===== src/rtl/brk_arb_pkg.sv =====
package brk_arb_pkg;
  typedef enum logic [1:0] {
    RT_NONE = 2'd0,
    RT_SWI  = 2'd1,
    RT_BDM  = 2'd2
  } route_e;

  typedef struct packed {
    logic setPend;     // qualified breakpoint event this cycle
    logic disarm;      // arm bit low: drop everything
    logic ackSeen;     // CPU took the request
    logic dropSwi;     // SWI-routed break swallowed by user BGND
    logic holdUserSwi; // user SWI deferred behind a BDM break
  } strobe_t;
endpackage


===== src/rtl/brk_arb_ctrl.sv =====
module brk_arb_ctrl
  import brk_arb_pkg::*;
#(
  parameter int NUM_CMP = 3
) (
  input  logic               armEn,
  input  logic               trigWr,
  input  logic               brkEn,
  input  logic               bdmSel,
  input  logic [NUM_CMP-1:0] cmpHit,
  input  logic               tagHit,
  input  logic               traceBusy,
  input  logic               traceDone,
  input  logic               bdmEnabled,
  input  logic               bdmActive,
  input  logic               bdmTraceCmd,
  input  logic               userSwi,
  input  logic               userBgnd,
  input  logic               ack,
  output route_e             route,
  output strobe_t            stb
);
  logic anyCmp;
  logic tagOk;
  logic matchSrc;
  logic liveSrc;
  logic evt;

  assign anyCmp   = |cmpHit;
  assign tagOk    = tagHit & ~bdmTraceCmd;
  // comparator and tag sources are dead while firmware runs
  assign matchSrc = ~bdmActive & (anyCmp | tagOk);
  assign liveSrc  = trigWr | matchSrc;
  // within a trace window only the completion pulse counts
  assign evt      = armEn & (traceDone | (~traceBusy & liveSrc));

  always_comb begin
    if (!brkEn || (bdmEnabled && bdmActive))
      route = RT_NONE;
    else if (bdmSel && bdmEnabled)
      route = RT_BDM;
    else
      route = RT_SWI;
  end

  always_comb begin
    stb.setPend     = evt;
    stb.disarm      = ~armEn;
    stb.ackSeen     = ack;
    stb.dropSwi     = (route == RT_SWI) & userBgnd & bdmEnabled;
    stb.holdUserSwi = (route == RT_BDM) & userSwi;
  end
endmodule


===== src/rtl/brk_arb_dp.sv =====
module brk_arb_dp
  import brk_arb_pkg::*;
(
  input  logic    clk,
  input  logic    rstN,
  input  route_e  route,
  input  strobe_t stb,
  output logic    reqBdm,
  output logic    reqSwi,
  output logic    suppressSwi
);
  logic pend;

  always_ff @(posedge clk) begin
    if (!rstN)
      pend <= 1'b0;
    else if (stb.disarm)
      pend <= 1'b0;
    else if (stb.setPend)
      pend <= 1'b1;
    else if (stb.ackSeen || stb.dropSwi)
      pend <= 1'b0;
  end

  assign reqBdm      = pend & (route == RT_BDM);
  assign reqSwi      = pend & (route == RT_SWI) & ~stb.dropSwi;
  assign suppressSwi = pend & (stb.dropSwi | stb.holdUserSwi);

  a_r1_reset_clears: assert property (@(posedge clk) !rstN |=> !pend)
    else $error("R1 pending survived reset");

  a_r10_bgnd_swallows: assert property (@(posedge clk) disable iff (!rstN)
    (pend && stb.dropSwi) |-> (!reqSwi && suppressSwi))
    else $error("R10 SWI break not swallowed");

  a_r12_set_beats_ack: assert property (@(posedge clk) disable iff (!rstN)
    (stb.setPend && stb.ackSeen && !stb.disarm) |=> pend)
    else $error("R12 event lost to ack");
endmodule


===== src/rtl/brk_arb.sv =====
module brk_arb
  import brk_arb_pkg::*;
#(
  parameter int NUM_CMP = 3
) (
  input  logic               clk,
  input  logic               rstN,
  input  logic               armEn,
  input  logic               trigWr,
  input  logic               brkEn,
  input  logic               bdmSel,
  input  logic [NUM_CMP-1:0] cmpHit,
  input  logic               tagHit,
  input  logic               traceBusy,
  input  logic               traceDone,
  input  logic               bdmEnabled,
  input  logic               bdmActive,
  input  logic               bdmTraceCmd,
  input  logic               userSwi,
  input  logic               userBgnd,
  input  logic               ack,
  output logic               reqBdm,
  output logic               reqSwi,
  output logic               suppressSwi
);
  route_e  route;
  strobe_t stb;

  brk_arb_ctrl #(.NUM_CMP(NUM_CMP)) u_ctrl (
    .armEn(armEn), .trigWr(trigWr), .brkEn(brkEn), .bdmSel(bdmSel),
    .cmpHit(cmpHit), .tagHit(tagHit), .traceBusy(traceBusy),
    .traceDone(traceDone), .bdmEnabled(bdmEnabled), .bdmActive(bdmActive),
    .bdmTraceCmd(bdmTraceCmd), .userSwi(userSwi), .userBgnd(userBgnd),
    .ack(ack), .route(route), .stb(stb)
  );

  brk_arb_dp u_dp (
    .clk(clk), .rstN(rstN), .route(route), .stb(stb),
    .reqBdm(reqBdm), .reqSwi(reqSwi), .suppressSwi(suppressSwi)
  );

  a_r9_one_target: assert property (@(posedge clk) disable iff (!rstN)
    !(reqBdm && reqSwi))
    else $error("R9 both requests high");

  a_r4_quiet_in_bdm: assert property (@(posedge clk) disable iff (!rstN)
    (bdmEnabled && bdmActive) |-> (!reqBdm && !reqSwi))
    else $error("R4 request while BDM active");

  a_r8_disarm_clears: assert property (@(posedge clk) disable iff (!rstN)
    !armEn |=> (!reqBdm && !reqSwi && !suppressSwi))
    else $error("R8 request survived disarm");

  a_r2_break_off: assert property (@(posedge clk) disable iff (!rstN)
    !brkEn |-> (!reqBdm && !reqSwi))
    else $error("R2 request with break disabled");
endmodule


===== config.mk =====
export PLATFORM = sky130hd
export DESIGN_NAME = brk_arb
export DESIGN_NICKNAME = d
export VERILOG_FILES = /design/src/rtl/brk_arb_pkg.sv /design/src/rtl/brk_arb_ctrl.sv /design/src/rtl/brk_arb_dp.sv /design/src/rtl/brk_arb.sv
export SDC_FILE = /design/constraint.sdc
export NUM_CORES = 1
export LEC_CHECK = 0
export BUFFER_PORTS_ARGS = -buffer_cell sky130_fd_sc_hd__buf_2
export CAP_MARGIN = 5
export CORE_AREA = 2 2 39 41
export CTS_CLUSTER_DIAMETER = 120
export DETAILED_ROUTE_END_ITERATION = 6
export DIE_AREA = 0 0 41 43
export SETUP_SLACK_MARGIN = 0.2
export SLEW_MARGIN = 10
export SYNTH_ARGS = -nofsm -noshare
export SYNTH_HDL_FRONTEND = slang
export SYNTH_SLANG_ARGS = --single-unit

===== constraint.sdc =====
create_clock -name clk -period 1.2 [get_ports clk]
set_input_delay 0.18 -clock clk [delete_from_list [all_inputs] [get_ports clk]]
set_output_delay 0.18 -clock clk [all_outputs]
set_load 0.01 [all_outputs]

==> impl_summary.txt, run 1 <==
----------------------------------------------------
[Run status]
  Run status ... finished, final reports clean

[Synth]
  Synthesis-stage register bit count ... 1
  Post-synthesis xor/xnor area fraction ... 0%
  Synthesized-area fraction occupied by ao, oa, aoi and oai cells ... 25.2%
  Synthesized-area fraction occupied by adder cells ... 0%
  Sequential area share after synthesis ... 15.5%
  Multiplexer share of the synthesized area ... 7.77%
  Count of different cell masters after synthesis ... 12
  Syn_nets ... 38
  Post-Synthesis Cells ... 20
  Count of warnings emitted by yosys ... 0
  Combined area of all synthesized cells ... 129 sq um
  Avg Cell Area, Syn ... 6.44 sq um
  Simple-gate share of the synthesized area ... 36.9%
  Largest family of logic cells by synthesized area ... simple AND/OR/NAND/NOR gates

[Cells and area]
  Utilization after layout ... 23.4%
  Registers with the most flip-flops ... u_dp.pend (1)
  Fill cell instance count of the final layout ... 168
  Fraction of final layout cells sized beyond drive strength 1 ... 65.1%
  Flip-flop count of the largest register after layout ... 1
  Register with the highest flop count ... u_dp.pend
  Net count, final ... 63
  Layout overhead on the synthesized area ... 151%
  Diode count ... 0

[Die]
  Die area ... 1760 sq um
  Row Count ... 14
  Placeable core region ... 1380 sq um
  I/O pin count ... 21
  Die Span X ... 41 um
  Die boundary height ... 43 um
  Effective utilization at floorplan ... 9.31%

[Routing]
  Drc violations ... 0
  Per-cell via count in the routed design ... 4.00
  Wire length per cell ... 8.69 um
  Count of TritonRoute iterations in the first routing pass ... 1
  Starting DRT DRC Count ... 0
  Total number of vias ... 236
  Total length of routed wires ... 513 um
  Antenna-violating nets left ... 0

[STA]
  Final critical-path required period ... 1.09 ns
  Sum of negative setup slack ... 0 ns
  Layout Skew ... 0 ns
  Final hold violation count ... 0
  Final worst path period share ... 90.9%
  Tightest Pin Transition ... 0.170 ns
  Max Freq ... 916 MHz
  Setup-violating endpoint count in the final report ... 0
  WHS ... 0.436 ns
  RSZ-0062 raised after global routing ... yes
  Normalized max-slew margin ... 88.4%
  Number of slew-limit violations in the final report ... 0

[Power]
  Cell Int Power ... 83.3 uW
  Combinational share of power ... 66.2%
  Portion of total power attributed to the clock network ... 0%
  Sw Share ... 26.8%
  Part of the total power dissipated in sequential elements ... 33.8%
  LEAKAGE ... 0.000168 uW
  Power density of the placed cells ... 351 nW/um^2
  Largest vdd supply drop ... 0.190 mV
  Sw power ... 30.5 uW

[Global routing]
  Antenna violations before repair ... 0
  Largest net degree at the start of global routing ... 5
  Via count of the first global-routing pass ... 192
  Total global-route track usage ... 5.30%
  Global-route wire length before repair ... 696 um
  Global route total overflow ... 0

[Flow run]
  Max capacitance violation total ... 0

[Worst hold path]
  Worst min-delay path startpoint ... tagHit
  Hold WC Path Type ... input port to register
  Hold path endpoint ... u_dp.pend
  Hold depth ... 3

[Setup path]
  Data arrival, critical path ... 0.96 ns
  Capture point of the worst reg-to-reg path ... u_dp.pend
  Worst setup EP type ... register
  Classification of the worst setup path ... input port to register
  Flop2flop setup slack ... 0.51 ns
  Critical path launch point type ... input port
  Reg-to-reg startpoint ... u_dp.pend
  Path depth of the worst reg2reg path ... 2
  CP Max Fanout ... 1
  Required time of the critical path ... 1.07 ns

[Place]
  Detailed Place HPWL ... 433 um
  Number of buffers inserted by port buffering ... 20
  Weighted congestion reported at the end of routability-driven placement ... 0.546

[CTS]
  Clock transition time at the flip-flop clock pins of the worst setup and hold paths ... 0 ns
  CTS Hold Buffers Added ... 0
  Insertion delay of the later-clocked pin in the worst-skew pair ... 0 ns

----------------------------------------------------
-- cells by family after synthesis --
kind of cell	count (synthesis)
buf+inv	5
simple gates	8
compound gates	5
flops	1
mux	1
-- routing by layer --
layer	part of all wire (%)	global-route usage [%]	vias to the layer above
li1	-	-	120
met1	42	7.62	98
met2	44	9.06	18
met3	14	0	0
met4	0	0	0
met5	0	0	-
-- final cells by class --
class / count / area (sq um) / share of cell area (%)
sequential: 1 / 20.0 / 6.18
timing repair buffer: 23 / 153 / 47.1
inverter: 5 / 18.8 / 5.79
tap: 16 / 20.0 / 6.18
multi-input combinational: 14 / 113 / 34.7
-- power groups by stage --
stage	sequential (uW)	combinational (uW)	clock (uW)
after floorplan	37.4	16.9	0
after global routing	38.8	82.9	0
after global placement	37.9	54.4	0
after detailed placement	38.0	54.9	0
final	38.4	75.4	0
after CTS	38.0	64.3	0
-- how the worst max path moves through the flow --
stage          startpoint         to
3_3_place_gp       trigWr  u_dp.pend
4_1_cts         cmpHit[2]  u_dp.pend
2_1_floorplan      trigWr  u_dp.pend
3_5_place_dp       trigWr  u_dp.pend
5_1_grt            bdmSel     reqSwi
6_report        cmpHit[2]  u_dp.pend
-- placed cells by master (no fill, tap or decap) --
cell type and count:
mux2i_1 1, buf_8 1, buf_2 17, buf_6 4, nor4_2 2, nand2_2 1, inv_1 5, or3_1 1
a21oi_2 1, o32ai_1 1, a21oi_1 2, nand2_1 1, or4_4 1, buf_4 1, a211o_1 1, nand4b_1 1
dfxtp_1 1, nor3_1 1
-- synth_stat cells --
master    instances  area share, %
or3_1             1            4.9
a21oi_1           3             12
nand4b_1          1            6.8
o32ai_1           1            6.8
nor4_1            2            9.7
mux2i_1           1            7.8
a211o_1           1            6.8
nor3_1            1            3.9
nand2_1           2            5.8
inv_1             5             15
dfxtp_1           1             16
or4_1             1            5.8
-- what timing repair did --
| action | 4_1_cts | 5_1_grt |
|---|---|---|
| pin swaps | 5 | 2 |
| setup endpoints to repair | 4 | 4 |
| gates resized for setup | 5 | 7 |
| cloned | 0 | 0 |
| setup buffers | 1 | 1 |
-- per-stage QoR --
step                instances  cell area [sq um]  worst slack (ns)  power (uW)
finish                     59                324             0.109         114
detailed placement         57                256            0.0736        92.9
global placement           57                256            0.0828        92.2
floorplan                  20                129             0.209        54.3
CTS                        58                284            0.0754         102
global route               59                324            0.0757         122
-- critical path: stages --
cell and delay (ns):
buf_6 0.09, or4_4 0.52, a21oi_2 0.11, o32ai_1 0.07
Power figures use the tool's default switching activity.
==> run 2, diff against run 1 <==
--- a/config.mk
+++ b/config.mk
@@ -15,4 +15,5 @@
 export SLEW_MARGIN = 10
 export SYNTH_ARGS = -nofsm -noshare
 export SYNTH_HDL_FRONTEND = slang
+export SYNTH_HIERARCHICAL = 1
 export SYNTH_SLANG_ARGS = --single-unit
==> impl_summary.txt, run 2 <==
----------------------------------------------------
[Cells and area]
  Layout overhead on the synthesized area ... 104%
  Fraction of final layout cells sized beyond drive strength 1 ... 69.0% (+3.9 points)
  Register with the highest flop count ... u_dp/pend
  Most frequent cells in the layout ... buf_2 (17), buf_6 (4), inv_1 (3), buf_4 (3), and2_1 (2)
  Post-route cell area ... 343 sq um (+5.8%)
  Commonest non-fill, non-tap cell in the layout ... buf_2
  Flip-flop count of the largest register after layout ... 1 (unchanged)
  Fill cell instance count of the final layout ... 155 (-7.7%)
  Diode count ... 0 (unchanged)
  Registers with the most flip-flops ... u_dp/pend (1)
  Net count, final ... 62 (-1.6%)
  Count of non-filler cells in the finished layout ... 58 (-1.7%)

[Die]
  Die boundary height ... 43 um (unchanged)
  Die Span X ... 41 um (unchanged)
  Die area ... 1760 sq um (unchanged)
  I/O pin count ... 21 (unchanged)
  Placeable core region ... 1380 sq um (unchanged)
  Effective utilization at floorplan ... 12.1% (+2.8 points)
  Row Count ... 14 (unchanged)

[STA]
  Max Freq ... 804 MHz (-12%)
  Tightest Pin Transition ... 0.268 ns (+0.0983 ns)
  Final worst path period share ... 104% (+13 points)
  WHS ... 0.414 ns (-0.0217 ns)
  Layout Skew ... 0 ns (unchanged)
  Final critical-path required period ... 1.24 ns (+0.152 ns)
  Normalized max-slew margin ... 81.9% (-6.5 points)
  Final hold violation count ... 0 (unchanged)
  Final Worst Setup Slack ... -0.0435 ns (-0.152 ns)
  Number of slew-limit violations in the final report ... 0 (unchanged)
  RSZ-0062 raised after global routing ... yes
  Sum of negative setup slack ... -0.0435 ns (-0.0435 ns)
  Setup-violating endpoint count in the final report ... 1 (+1)

[Flow run]
  Max capacitance violation total ... 0 (unchanged)

[Synth]
  Count of different cell masters after synthesis ... 16 (+4)
  Sequential area share after synthesis ... 11.9% (-3.6 points)
  Number of flops mapped to enable cells by yosys ... 0 (unchanged)
  Cell with the most instances after synthesis ... inv_1
  Count of warnings emitted by yosys ... 6 (+6)
  Most numerous cell types in the synthesized netlist ... inv_1 (3), and2_1 (2), buf_4 (2)
  Synthesis-stage register bit count ... 1 (unchanged)
  Ys flop type ... dfxtp_1
  Syn_nets ... 38 (unchanged)
  Cell types with the largest area share after synthesis ... dfxtp_1 (12%), a2111oi_2 (9.0%), buf_4 (9.0%), and2_1 (7.5%), and4bb_2 (7.5%)
  Ys async rst share ... 0% (unchanged)
  Post-Synthesis Cells ... 20 (unchanged)
  Share of the synthesized area in the top cell type ... 11.9% (-3.6 points)
  Avg Cell Area, Syn ... 8.38 sq um (+30%)
  Combined area of all synthesized cells ... 168 sq um (+30%)
  Cell taking the most area after synthesis ... dfxtp_1

[Global routing]
  Via count of the first global-routing pass ... 186 (-3.1%)
  Total global-route track usage ... 4.70% (-0.60 points)
  Antenna violations before repair ... 0 (unchanged)
  Global-route wire length before repair ... 627 um (-9.9%)
  Global route total overflow ... 0 (unchanged)
  Largest net degree at the start of global routing ... 5 (unchanged)

[Setup path]
  Required time of the critical path ... 1.02 ns (-0.05 ns)
  Data arrival, critical path ... 1.06 ns (+0.10 ns)
  CP Max Fanout ... 3 (+2)
  Path depth of the worst reg2reg path ... 2 (unchanged)
  Critical path launch point type ... input port
  Classification of the worst setup path ... input port to output port
  Worst setup EP type ... output port

[Place]
  Weighted congestion reported at the end of routability-driven placement ... 0.555 (+1.6%)
  Number of buffers inserted by port buffering ... 20 (unchanged)
  Detailed Place HPWL ... 407 um (-6.1%)
  Cell Area, Placed ... 313 sq um (+22%)
  Cell count after placement ... 57 (unchanged)

[Routing]
  Antenna-violating nets left ... 0 (unchanged)
  Per-cell via count in the routed design ... 3.86 (-3.4%)
  Total number of vias ... 224 (-5.1%)
  Drc violations ... 0 (unchanged)
  Count of TritonRoute iterations in the first routing pass ... 1 (unchanged)
  Starting DRT DRC Count ... 0 (unchanged)
  Total length of routed wires ... 443 um (-14%)
  Wire length per cell ... 7.64 um (-12%)

[Power]
  Power after layout ... 107 uW (-5.7%)
  Largest vdd supply drop ... 0.157 mV (-17%)
  Power density of the placed cells ... 313 nW/um^2 (-11%)
  LEAKAGE ... 0.000185 uW (+9.7%)

[Worst hold path]
  Hold WC Path Type ... input port to register
  Hold depth ... 2 (-1)

[Run status]
  Violated checks ... setup timing
  Run status ... complete, but fails checks

[CTS]
  Clock transition time at the flip-flop clock pins of the worst setup and hold paths ... 0 ns (unchanged)
  Insertion delay of the later-clocked pin in the worst-skew pair ... 0 ns (unchanged)

----------------------------------------------------
-- run 2: changes by cell type in the layout (fill, tap and decap cells not counted), moves of 2 or more --
cell	delta
a21oi_1	-2
and2_1	+2
buf_4	+2
inv_1	-2
nor4_2	-2
-- run 2: cell type report --
type / instances / area [sq um] / share of cell area [%]
inverters: 3 / 11.3 / 3.28
repair buffers: 24 / 153 / 44.5
flip-flops and latches: 1 / 20.0 / 5.84
well taps: 16 / 20.0 / 5.84
multi-input cells: 14 / 139 / 40.5
-- run 2: worst max-delay path: stages --
cell      delay (ns)
buf_2           0.10
o21ai_1         0.09
and2_1          0.15
and3_4          0.19
and4bb_2        0.23
buf_6           0.12
-- run 2: worst paths after layout --
path              startpoint   endpoint  slack (ns)
setup / recovery      bdmSel     reqSwi       -0.04
hold / removal          rstN  u_dp/pend        0.41
setup reg to reg   u_dp/pend  u_dp/pend        0.42
hold reg to reg    u_dp/pend  u_dp/pend        0.70
-- run 2: logic make-up after synthesis --
group	synth area share (%)
AO/OA/AOI/OAI	30.6
buffers and inverters	15.7
AND/OR/NAND/NOR	41.8
flip-flops	11.9
-- run 2: metal layers --
layer	global-route usage [%]	vias to the layer above	part of all wire (%)
met5	0	-	0
met4	0	0	0
met3	0	0	9.0
met2	9.38	12	51
met1	5.40	94	40
li1	-	118	-
-- run 2: power by group --
group / switching (uW) / internal [uW]
sequential: 1.20 / 35.6
combinational: 24.9 / 45.7
clock: 0 / 0
-- run 2: per-stage QoR --
stage                     utilization, %  worst slack (ns)
after floorplan                        -             0.179
after global placement              22.6           -0.0571
after detailed placement            22.6           -0.0664
after CTS                           24.8           -0.0471
after global routing                24.8           -0.0734
final                               24.8           -0.0435
-- run 2: timing repair --
action / in CTS / in global routing
setup buffers: 1 / 0
hold buffers: 0 / 0
pin swaps: 2 / 2
hold endpoints to repair: 0 / 0
resized for setup: 4 / 0
setup endpoints to repair: 4 / 4
